`src/rtl/a429f_pkg.sv`:
```
package a429f_pkg;

    localparam int WORD_W  = 32;
    localparam int HALF_W  = 16;
    localparam int LABEL_W = 8;
    localparam int ROUTE_W = 2;
    localparam int BODY_W  = WORD_W - 1 - ROUTE_W - LABEL_W;

    // Stored word layout, MSB first
    typedef struct packed {
        logic                perr;
        logic [BODY_W-1:0]   body;
        logic [ROUTE_W-1:0]  route;
        logic [LABEL_W-1:0]  label;
    } rx_word_t;

    typedef struct packed {
        logic               route_en;
        logic [ROUTE_W-1:0] route_val;
        logic               label_en;
    } filt_cfg_t;

    // Replace the parity bit with an error flag (1 = even ones count)
    function automatic rx_word_t mark_parity(input logic [WORD_W-1:0] raw);
        rx_word_t w;
        w      = rx_word_t'(raw);
        w.perr = ~(^raw);
        return w;
    endfunction

endpackage

```
`src/rtl/a429f_label_table.sv`:
```
module a429f_label_table
    import a429f_pkg::*;
#(
    parameter int ENTRIES = 16,
    localparam int IDX_W  = (ENTRIES > 1) ? $clog2(ENTRIES) : 1
) (
    input  logic               clk,
    input  logic               rst,
    input  logic               wr_en,
    input  logic [IDX_W-1:0]   wr_idx,
    input  logic [LABEL_W-1:0] wr_label,
    input  logic [LABEL_W-1:0] probe,
    output logic               hit
);

    logic [LABEL_W-1:0] tab [ENTRIES];
    logic [ENTRIES-1:0] match;

    always_ff @(posedge clk) begin
        if (rst) begin
            for (int i = 0; i < ENTRIES; i++) tab[i] <= '0;
        end else if (wr_en) begin
            tab[wr_idx] <= wr_label;
        end
    end

    for (genvar g = 0; g < ENTRIES; g++) begin : g_cmp
        assign match[g] = (tab[g] == probe);
    end

    assign hit = |match;

    // a write lands in the addressed entry
    a_r5_write_lands: assert property (@(posedge clk) disable iff (rst)
        wr_en |=> (tab[$past(wr_idx)] == $past(wr_label)));

endmodule

```
`src/rtl/a429f_accept.sv`:
```
module a429f_accept
    import a429f_pkg::*;
(
    input  logic              eos,
    input  logic [WORD_W-1:0] raw,
    input  filt_cfg_t         cfg,
    input  logic              label_hit,
    output logic              push,
    output rx_word_t          push_word
);

    rx_word_t w;
    logic     route_ok;
    logic     label_ok;

    always_comb begin
        w         = mark_parity(raw);
        route_ok  = !cfg.route_en || (w.route == cfg.route_val);
        label_ok  = !cfg.label_en || label_hit;
        push      = eos && route_ok && label_ok;
        push_word = w;
    end

endmodule

```
`src/rtl/a429f_fifo.sv`:
```
module a429f_fifo #(
    parameter int DEPTH  = 32,
    parameter int WORD_W = 32,
    parameter int HALF_W = 16,
    localparam int PTR_W = (DEPTH > 1) ? $clog2(DEPTH) : 1,
    localparam int CNT_W = $clog2(DEPTH + 1)
) (
    input  logic              clk,
    input  logic              rst,
    input  logic              push,
    input  logic [WORD_W-1:0] push_data,
    input  logic              rd_strobe,
    input  logic              rd_sel,
    output logic [HALF_W-1:0] rd_data,
    output logic              data_ready,
    output logic              half_full,
    output logic              full,
    output logic              overflow
);

    localparam logic [CNT_W-1:0] FULL_CNT = CNT_W'(DEPTH);
    localparam logic [CNT_W-1:0] HALF_CNT = CNT_W'(DEPTH / 2);
    localparam logic [PTR_W-1:0] LAST_PTR = PTR_W'(DEPTH - 1);

    logic [WORD_W-1:0] mem [DEPTH];
    logic [PTR_W-1:0]  wptr, rptr;
    logic [CNT_W-1:0]  cnt;
    logic              ovf_q;
    logic              do_push, do_pop;
    logic [WORD_W-1:0] head;

    assign do_push = push && (cnt != FULL_CNT);
    assign do_pop  = rd_strobe && rd_sel && (cnt != '0);

    always_ff @(posedge clk) begin
        if (do_push) mem[wptr] <= push_data;
    end

    always_ff @(posedge clk) begin
        if (rst) begin
            wptr  <= '0;
            rptr  <= '0;
            cnt   <= '0;
            ovf_q <= 1'b0;
        end else begin
            if (do_push) wptr <= (wptr == LAST_PTR) ? '0 : wptr + 1'b1;
            if (do_pop)  rptr <= (rptr == LAST_PTR) ? '0 : rptr + 1'b1;
            case ({do_push, do_pop})
                2'b10:   cnt <= cnt + 1'b1;
                2'b01:   cnt <= cnt - 1'b1;
                default: cnt <= cnt;
            endcase
            if (push && (cnt == FULL_CNT)) ovf_q <= 1'b1;
        end
    end

    assign head       = mem[rptr];
    assign rd_data    = rd_sel ? head[WORD_W-1 -: HALF_W] : head[HALF_W-1:0];
    assign data_ready = (cnt != '0);
    assign half_full  = (cnt >= HALF_CNT);
    assign full       = (cnt == FULL_CNT);
    assign overflow   = ovf_q;

    // occupancy never exceeds the depth
    a_r9_count_bound: assert property (@(posedge clk) disable iff (rst)
        cnt <= FULL_CNT);

    // a word offered at full without a pop leaves the queue full
    a_r10_drop_when_full: assert property (@(posedge clk) disable iff (rst)
        (push && full && !(rd_strobe && rd_sel)) |=> (full && $stable(wptr)));

    // overflow is sticky
    a_r10_overflow_sticky: assert property (@(posedge clk) disable iff (rst)
        overflow |=> overflow);

    // removing read on empty queue moves nothing
    a_r8_empty_read_holds: assert property (@(posedge clk) disable iff (rst)
        (rd_strobe && rd_sel && !data_ready && !push) |=> (!data_ready && $stable(rptr)));

    // strobe on the low half never removes a word
    a_r7_low_read_keeps: assert property (@(posedge clk) disable iff (rst)
        (rd_strobe && !rd_sel) |=> $stable(rptr));

endmodule

```
`src/rtl/a429f_word_filter.sv`:
```
module a429f_word_filter
    import a429f_pkg::*;
#(
    parameter int FIFO_DEPTH    = 32,
    parameter int LABEL_ENTRIES = 16,
    localparam int IDX_W = (LABEL_ENTRIES > 1) ? $clog2(LABEL_ENTRIES) : 1
) (
    input  logic               clk,
    input  logic               rst,
    input  logic [WORD_W-1:0]  word_in,
    input  logic               eos,
    input  logic               route_en,
    input  logic [ROUTE_W-1:0] route_val,
    input  logic               label_en,
    input  logic               lbl_wr,
    input  logic [IDX_W-1:0]   lbl_idx,
    input  logic [LABEL_W-1:0] lbl_val,
    input  logic               rd_sel,
    input  logic               rd_strobe,
    output logic [HALF_W-1:0]  rd_data,
    output logic               data_ready,
    output logic               half_full,
    output logic               full,
    output logic               overflow
);

    filt_cfg_t cfg;
    logic      label_hit;
    logic      push;
    rx_word_t  push_word;

    assign cfg = '{route_en: route_en, route_val: route_val, label_en: label_en};

    a429f_label_table #(.ENTRIES(LABEL_ENTRIES)) u_table (
        .clk      (clk),
        .rst      (rst),
        .wr_en    (lbl_wr),
        .wr_idx   (lbl_idx),
        .wr_label (lbl_val),
        .probe    (word_in[LABEL_W-1:0]),
        .hit      (label_hit)
    );

    a429f_accept u_accept (
        .eos       (eos),
        .raw       (word_in),
        .cfg       (cfg),
        .label_hit (label_hit),
        .push      (push),
        .push_word (push_word)
    );

    a429f_fifo #(.DEPTH(FIFO_DEPTH), .WORD_W(WORD_W), .HALF_W(HALF_W)) u_fifo (
        .clk        (clk),
        .rst        (rst),
        .push       (push),
        .push_data  (push_word),
        .rd_strobe  (rd_strobe),
        .rd_sel     (rd_sel),
        .rd_data    (rd_data),
        .data_ready (data_ready),
        .half_full  (half_full),
        .full       (full),
        .overflow   (overflow)
    );

    // nothing is offered to the queue without the strobe
    a_r2_push_needs_eos: assert property (@(posedge clk) disable iff (rst)
        push |-> eos);

    // label test enabled implies a table hit for every stored word
    a_r4_label_gate: assert property (@(posedge clk) disable iff (rst)
        (push && label_en) |-> label_hit);

    // routing test enabled implies matching bits 9/10
    a_r3_route_gate: assert property (@(posedge clk) disable iff (rst)
        (push && route_en) |-> (word_in[9:8] == route_val));

    // stored top bit is the parity-error flag of the incoming word
    a_r1_flag_bit: assert property (@(posedge clk) disable iff (rst)
        push |-> (push_word[WORD_W-1] == ~(^word_in)));

endmodule

```
`config.mk`:
```
export PLATFORM = sky130hd
export DESIGN_NAME = a429f_word_filter
export DESIGN_NICKNAME = d
export VERILOG_FILES = /design/src/rtl/a429f_pkg.sv /design/src/rtl/a429f_label_table.sv /design/src/rtl/a429f_accept.sv /design/src/rtl/a429f_fifo.sv /design/src/rtl/a429f_word_filter.sv
export SDC_FILE = /design/constraint.sdc
export NUM_CORES = 1
export LEC_CHECK = 0
export BUFFER_PORTS_ARGS = -buffer_cell sky130_fd_sc_hd__buf_2
export CORE_MARGIN = 8
export CORE_UTILIZATION = 50
export DETAILED_ROUTE_END_ITERATION = 6
export PLACE_DENSITY = 0.7
export SKIP_LAST_GASP = 1
export SLEW_MARGIN = 20
export SYNTH_ARGS = -nofsm -noshare
export SYNTH_HDL_FRONTEND = slang
export SYNTH_HIERARCHICAL = 1
export SYNTH_SLANG_ARGS = --single-unit
```
`constraint.sdc`:
```
create_clock -name clk -period 4.4 [get_ports clk]
set_input_delay 0.22 -clock clk [delete_from_list [all_inputs] [get_ports clk]]
set_output_delay 0.22 -clock clk [all_outputs]
set_load 0.005 [all_outputs]
```
Word-level counts from Yosys, hierarchy flattened --
Memory sizes are Yosys's and may differ from the RTL's. A register that Yosys moved wholly into a read port is not among the register bits. Cells that the tools add are included.
Storage, ports and cells: memories kept 2, flip-flop bits (word level) 17, word-level logic and storage cells 66, memory bits (writable) 1152
Memories:
- u_fifo.mem | words 32, width 32, rd ports 1, clocked after Yosys merged registers in 1, write ports 1, RTL line a429f_fifo.sv:25 | logic [WORD_W-1:0] mem [DEPTH];
- u_table.tab | words 16, width 8, rd ports 16, clocked after Yosys merged registers in 0, write ports 16, RTL line a429f_label_table.sv:16 | logic [LABEL_W-1:0] tab [ENTRIES];
Cells by class: reductions and logical operators 15, $lt $le $gt $ge 1, equal/unequal tests 23, mux-type cells 16, bitwise logic cells 1, add/subtract/negate cells 4
Operators by type and width (count):
- $eq A8 B8 Y1 | 16
- $reduce_xor A32 Y1 | 1
- $mux W5 | 4
- $mux W16 | 1
- $reduce_or A16 Y1 | 1
- $pmux W6 S2 | 1
- $add A5 B1 Y5 const B | 2
- $eq A5 B5 Y1 const B | 2
- $mux W1 | 8
- $mux W8 | 1
- $reduce_or A8 Y1 | 1
- $add A6 B1 Y6 const B | 1
- $eq A6 B6 Y1 const B | 1
- $ge A6 B5 Y1 const B | 1
- $logic_and A1 B1 Y1 | 6
- $ne A6 B6 Y1 const B | 1
- $reduce_bool A6 Y1 | 1
- $sub A6 B1 Y6 const B | 1
- $mux W4 | 1
- $eq A2 B1 Y1 const B | 1
- $eq A2 B2 Y1 | 1
- $eq A2 B2 Y1 const B | 1
- $logic_not A1 Y1 | 2
- $logic_or A1 B1 Y1 | 2
- 2 further kinds | 2

Longest topological paths before layout --
depth in word-level cells 7, depth in mapped cells 22, gate-level depth less buffers 18

Modules after synthesis --
Netlist, hierarchy kept.
Modules (own cells, without submodules):
- a429f_fifo | area each 40080.9 sq um, sequential area each 31189.9 sq um, cells an instance 1784, times used 1
- a429f_label_table | area each 6597.6 sq um, sequential area each 3843.7 sq um, cells an instance 501, times used 1
- a429f_accept | area each 539.3 sq um, sequential area each 0.0 sq um, cells an instance 68, times used 1

Worst setup path before layout --
OpenSTA, ideal clock, no wires.
path kind input -> register, start input word_in[2], end memory u_fifo.mem[30][0] (enable), path buffers 3, required time 3979 ps, library setup time 421 ps, arrival time 3142 ps, slack 837 ps, cell stages on the path 12, cells stage by stage buf_4 > buf_8 > xor2_1 > nor4_1 > a2111oi_2 > nand4_1 > o21ai_0 > a21oi_1 > nor2b_1 > buf_2 > nand2_1 > nor2_1
Between the ends: cells in the longest elaborated chain, start to end 7, elaborated cells on any way between the ends 22
Ends and longest elaborated chain:
- start, declared | RTL line a429f_word_filter.sv:10 | input logic [WORD_W-1:0] word_in,
- $eq A8 B8 Y1 | RTL line a429f_label_table.sv:28 | assign match[g] = (tab[g] == probe);
- $reduce_or A16 Y1 * | RTL line a429f_label_table.sv:31 | assign hit = |match;
- net label_hit | RTL line a429f_word_filter.sv:28 | logic label_hit;
- $logic_or A1 B1 Y1 * | RTL line a429f_accept.sv:19 | label_ok = !cfg.label_en || label_hit;
- $logic_and A1 B1 Y1 * | RTL line a429f_accept.sv:20 | push = eos && route_ok && label_ok;
- net push | RTL line a429f_word_filter.sv:29 | logic push;
- $logic_and A1 B1 Y1 * | RTL line a429f_fifo.sv:32 | assign do_push = push && (cnt != FULL_CNT);
- $mux W1 * | RTL line a429f_fifo.sv:36 | if (do_push) mem[wptr] <= push_data;
- $mux W1 (not written as such) * | RTL line a429f_fifo.sv:36
- end, declared | RTL line a429f_fifo.sv:25
Mark *: on every way through the listed nets, which the timed path passes. The rest lies on a longest branch.

==> results.ini <==
[power]
p_per_area_nw_per_um2=441
power_leakage_nw=16.5
p_total_mw=23.5
peakVddDrop_mv=0.327

[synthesis]
yosys-top-cells-count=1152 x edfxtp_1, 255 x mux4_2, 130 x and2_1
synthArstFlopShare_pct=0
ys_seq_area_share_pct=74.2
netlist.area_leader.share_pct=73.3
ys.flop_type=edfxtp_1
synth_edf_count=1152
synthCells=2353
yosysWarningCount=6
yosys-top-cells-area=edfxtp_1 73%, mux4_2 12%, xnor2_1 1.9%, and2_1 1.7%, xor2_1 1.2%
yosysMostFrequentCell=edfxtp_1
ys_ff_latch=1174
syn-cell-area_um2=47200
syn_avg_cell_area_um2=20.1
yosysTopAreaCell=edfxtp_1
ys_types=65
syn_nets=2417

[status]
status=complete, no violations

[final_layout]
finalNonFillerCells=3845
drive_above_1_share_pct=25.7
finalNetCount=2561
final_util_pct=56.9
area_growth_pct=12.6
fillCellCount=6778

[global_routing]
grt_start_max_net_pins=71
grtUsageTotal_pct=21.2
grt_antenna_before_repair=4
overflow=0
grt_pass1_vias=24187
grt_pass1_wl_um=162000

[timing]
finalCriticalPeriod_ps=4110
rsz0062_at_grt=false
min_period_over_period_pct=93.5
final_hold_viol_count=0
tightest_slew_ps=1070
slew_headroom_pct=28.6
slew_violations=0
setup_tns_ps=0
setup_violations=0
clock.fmax_mhz=243
fin_worst_skew_ps=21.5

[critical_path]
critPathSlowestCell=nor4_1
crit_chain=xor2_1 -> nor4_1 -> nand2_1 -> o21ai_0 -> nor4_1 -> nand4_1 -> o21ai_0 -> a21oi_1 -> nor2b_1 -> inv_2 -> ha_1 -> xor2_1 -> ha_1 -> a21oi_1 -> o22ai_1 -> a222oi_1 -> o21ai_0 -> a21oi_1
slowest_delay_ps=510
cp-start-kind=flip-flop
cp-end-kind=flip-flop
ff2ff_setup_slack_ps=290
worst-path-max-fanout=10
cp_top_family=compound AO/OA/AOI/OAI gates
crit_buf_inv=1
crit_arrival_ps=4720
required_ps=5000
path_class=reg2reg

[drt]
routedWlPerCell_um=28.8
viasPerCell=6.10
route.vias.total=23453
drt_iter0_markers=2486
first_pass_iters=5
final_antenna_net_count=0
drc=0
wl_um=111000

[placement]
gp_congestion=0.804
dp.cells=3634
post-dp-hpwl_um=64200
numPortBuffers=73

[clock_network]
post-cts-setup-buffers=0
cts_hold_buffers=2
cts.repair.resized=0
cts_buffers=113
clk-insertion-delay-late_ps=680
cts_buffer_depth=3
cts_tree=built
clk_pin_slew_ps=60
cts.htree.levels=3
cts_num_sinks=1174
cts-root-buf=clkbuf_16

[floorplanning]
die_h_um=323
dieWidth_um=323
rows=112
dieArea_um2=105000
core-area_um2=93500
start_util_pct=50.5
pin_count=74

[run]
cap_violations=0

[hold_path]
hold_class=in2reg

-- state kept, by name, indices dropped and copies added, names as in the netlist, named ones only --
signal,count
u_fifo/cnt,6
u_fifo/mem,1024
u_fifo/overflow,1
u_fifo/rptr,5
u_fifo/wptr,5
u_table/tab,128
-- per-layer routing --
layer	vias up	GRT usage, %	part of all wire, %
li1	9812	-	-
met1	12342	28.4	39
met2	1122	35.1	49
met3	177	4.43	9.1
met4	0	6.19	2.5
met5	-	0	0
-- placed cells by master, fill, tap and decap left out, types with 5 or more instances in the layout --
cell and instances:
a211o_1 9, a21oi_1 39, a221oi_1 12, a22o_1 10, a22oi_1 65, and2_1 130, buf_12 26, buf_2 73
buf_4 83, bufinv_16 11, clkbuf_1 17, clkbuf_16 115, clkinv_1 26, clkinv_2 25, clkinvlp_4 5, dfxtp_1 19
edfxtp_1 1152, ha_1 10, inv_1 5, mux2i_1 35, mux4_2 255, nand2_1 38, nand2b_1 7, nand3_1 14
nand4_1 20, nor2_1 30, nor2_4 35, nor2b_1 10, nor3_1 6, nor4_1 15, o21ai_0 13, o21ai_1 6
o22ai_1 10, o311ai_1 9, or2_1 11, or2_2 7, xnor2_1 102, xor2_1 63
-- final timing paths --
check | from | to | depth (start not counted)
setup reg to reg | u_table/tab[15][1]$_SDFFCE_PN0P_ | u_fifo/cnt[4]$_SDFFE_PP0P_ | 18
hold reg to reg | u_fifo/rptr[4]$_SDFFE_PP0N_ | u_fifo/rptr[4]$_SDFFE_PP0N_ | 2
hold / removal | word_in[25] | u_fifo/mem[24][25]$_DFFE_PP_ | 1
setup / recovery | u_table/tab[15][1]$_SDFFCE_PN0P_ | u_fifo/cnt[4]$_SDFFE_PP0P_ | 18
-- worst register-to-register path: cells and delay by family (launching register included) --
| kind | cells | cell delay (ps) |
|---|---|---|
| buffers and inverters | 1 | 170 |
| adder cells (fa/ha/maj) | 2 | 570 |
| AO/OA/AOI/OAI | 8 | 1600 |
| AND/OR/NAND/NOR | 5 | 1030 |
| flip-flops | 1 | 400 |
| XOR/XNOR | 2 | 300 |
-- cell families (layout without fill, tap and decap cells) --
| kind of cell | after synthesis | count (layout) | synth area share (%) |
|---|---|---|---|
| xor gates and xnor gates | 166 | 166 | 3.08 |
| muxes | 295 | 295 | 13.1 |
| DFF | 1174 | 1174 | 74.2 |
| AOI/OAI and AO/OA | 186 | 186 | 2.76 |
| other | 0 | 4 | 0 |
| adders and majority gates | 10 | 10 | 0.265 |
| and+or+nand+nor | 360 | 360 | 4.36 |
| buffers and inverters | 162 | 396 | 2.22 |
-- stage by stage --
step                setup slack, ps  hold slack [ps]  cell area [um^2]
global route                   51.9             74.2             53200
CTS                             401             28.0             53200
detailed placement              111              486             49500
finish                          287             69.1             53200
global placement                397              477             49500
floorplan                       837              418             47200
-- cell type report --
type,instances,area [um^2],area share (%)
Clock inverter,73,662,1.24
Inverter,7,26.3,0.0494
Sequential cell,1174,35000,65.9
Antenna cell,4,10.0,0.0188
Clock buffer,132,2940,5.53
Multi-Input combinational cell,1017,11400,21.4
Timing Repair Buffer,184,1530,2.88
Tap cell,1254,1570,2.95
-- where the power goes --
group / total (mW) / switching [mW] / internal, mW
combinational: 1.40 / 0.848 / 0.554
clock: 9.46 / 4.05 / 5.41
sequential: 12.6 / 0.0736 / 12.5
total: 23.5 / 4.97 / 18.5
Power figures use the tool's default switching activity.
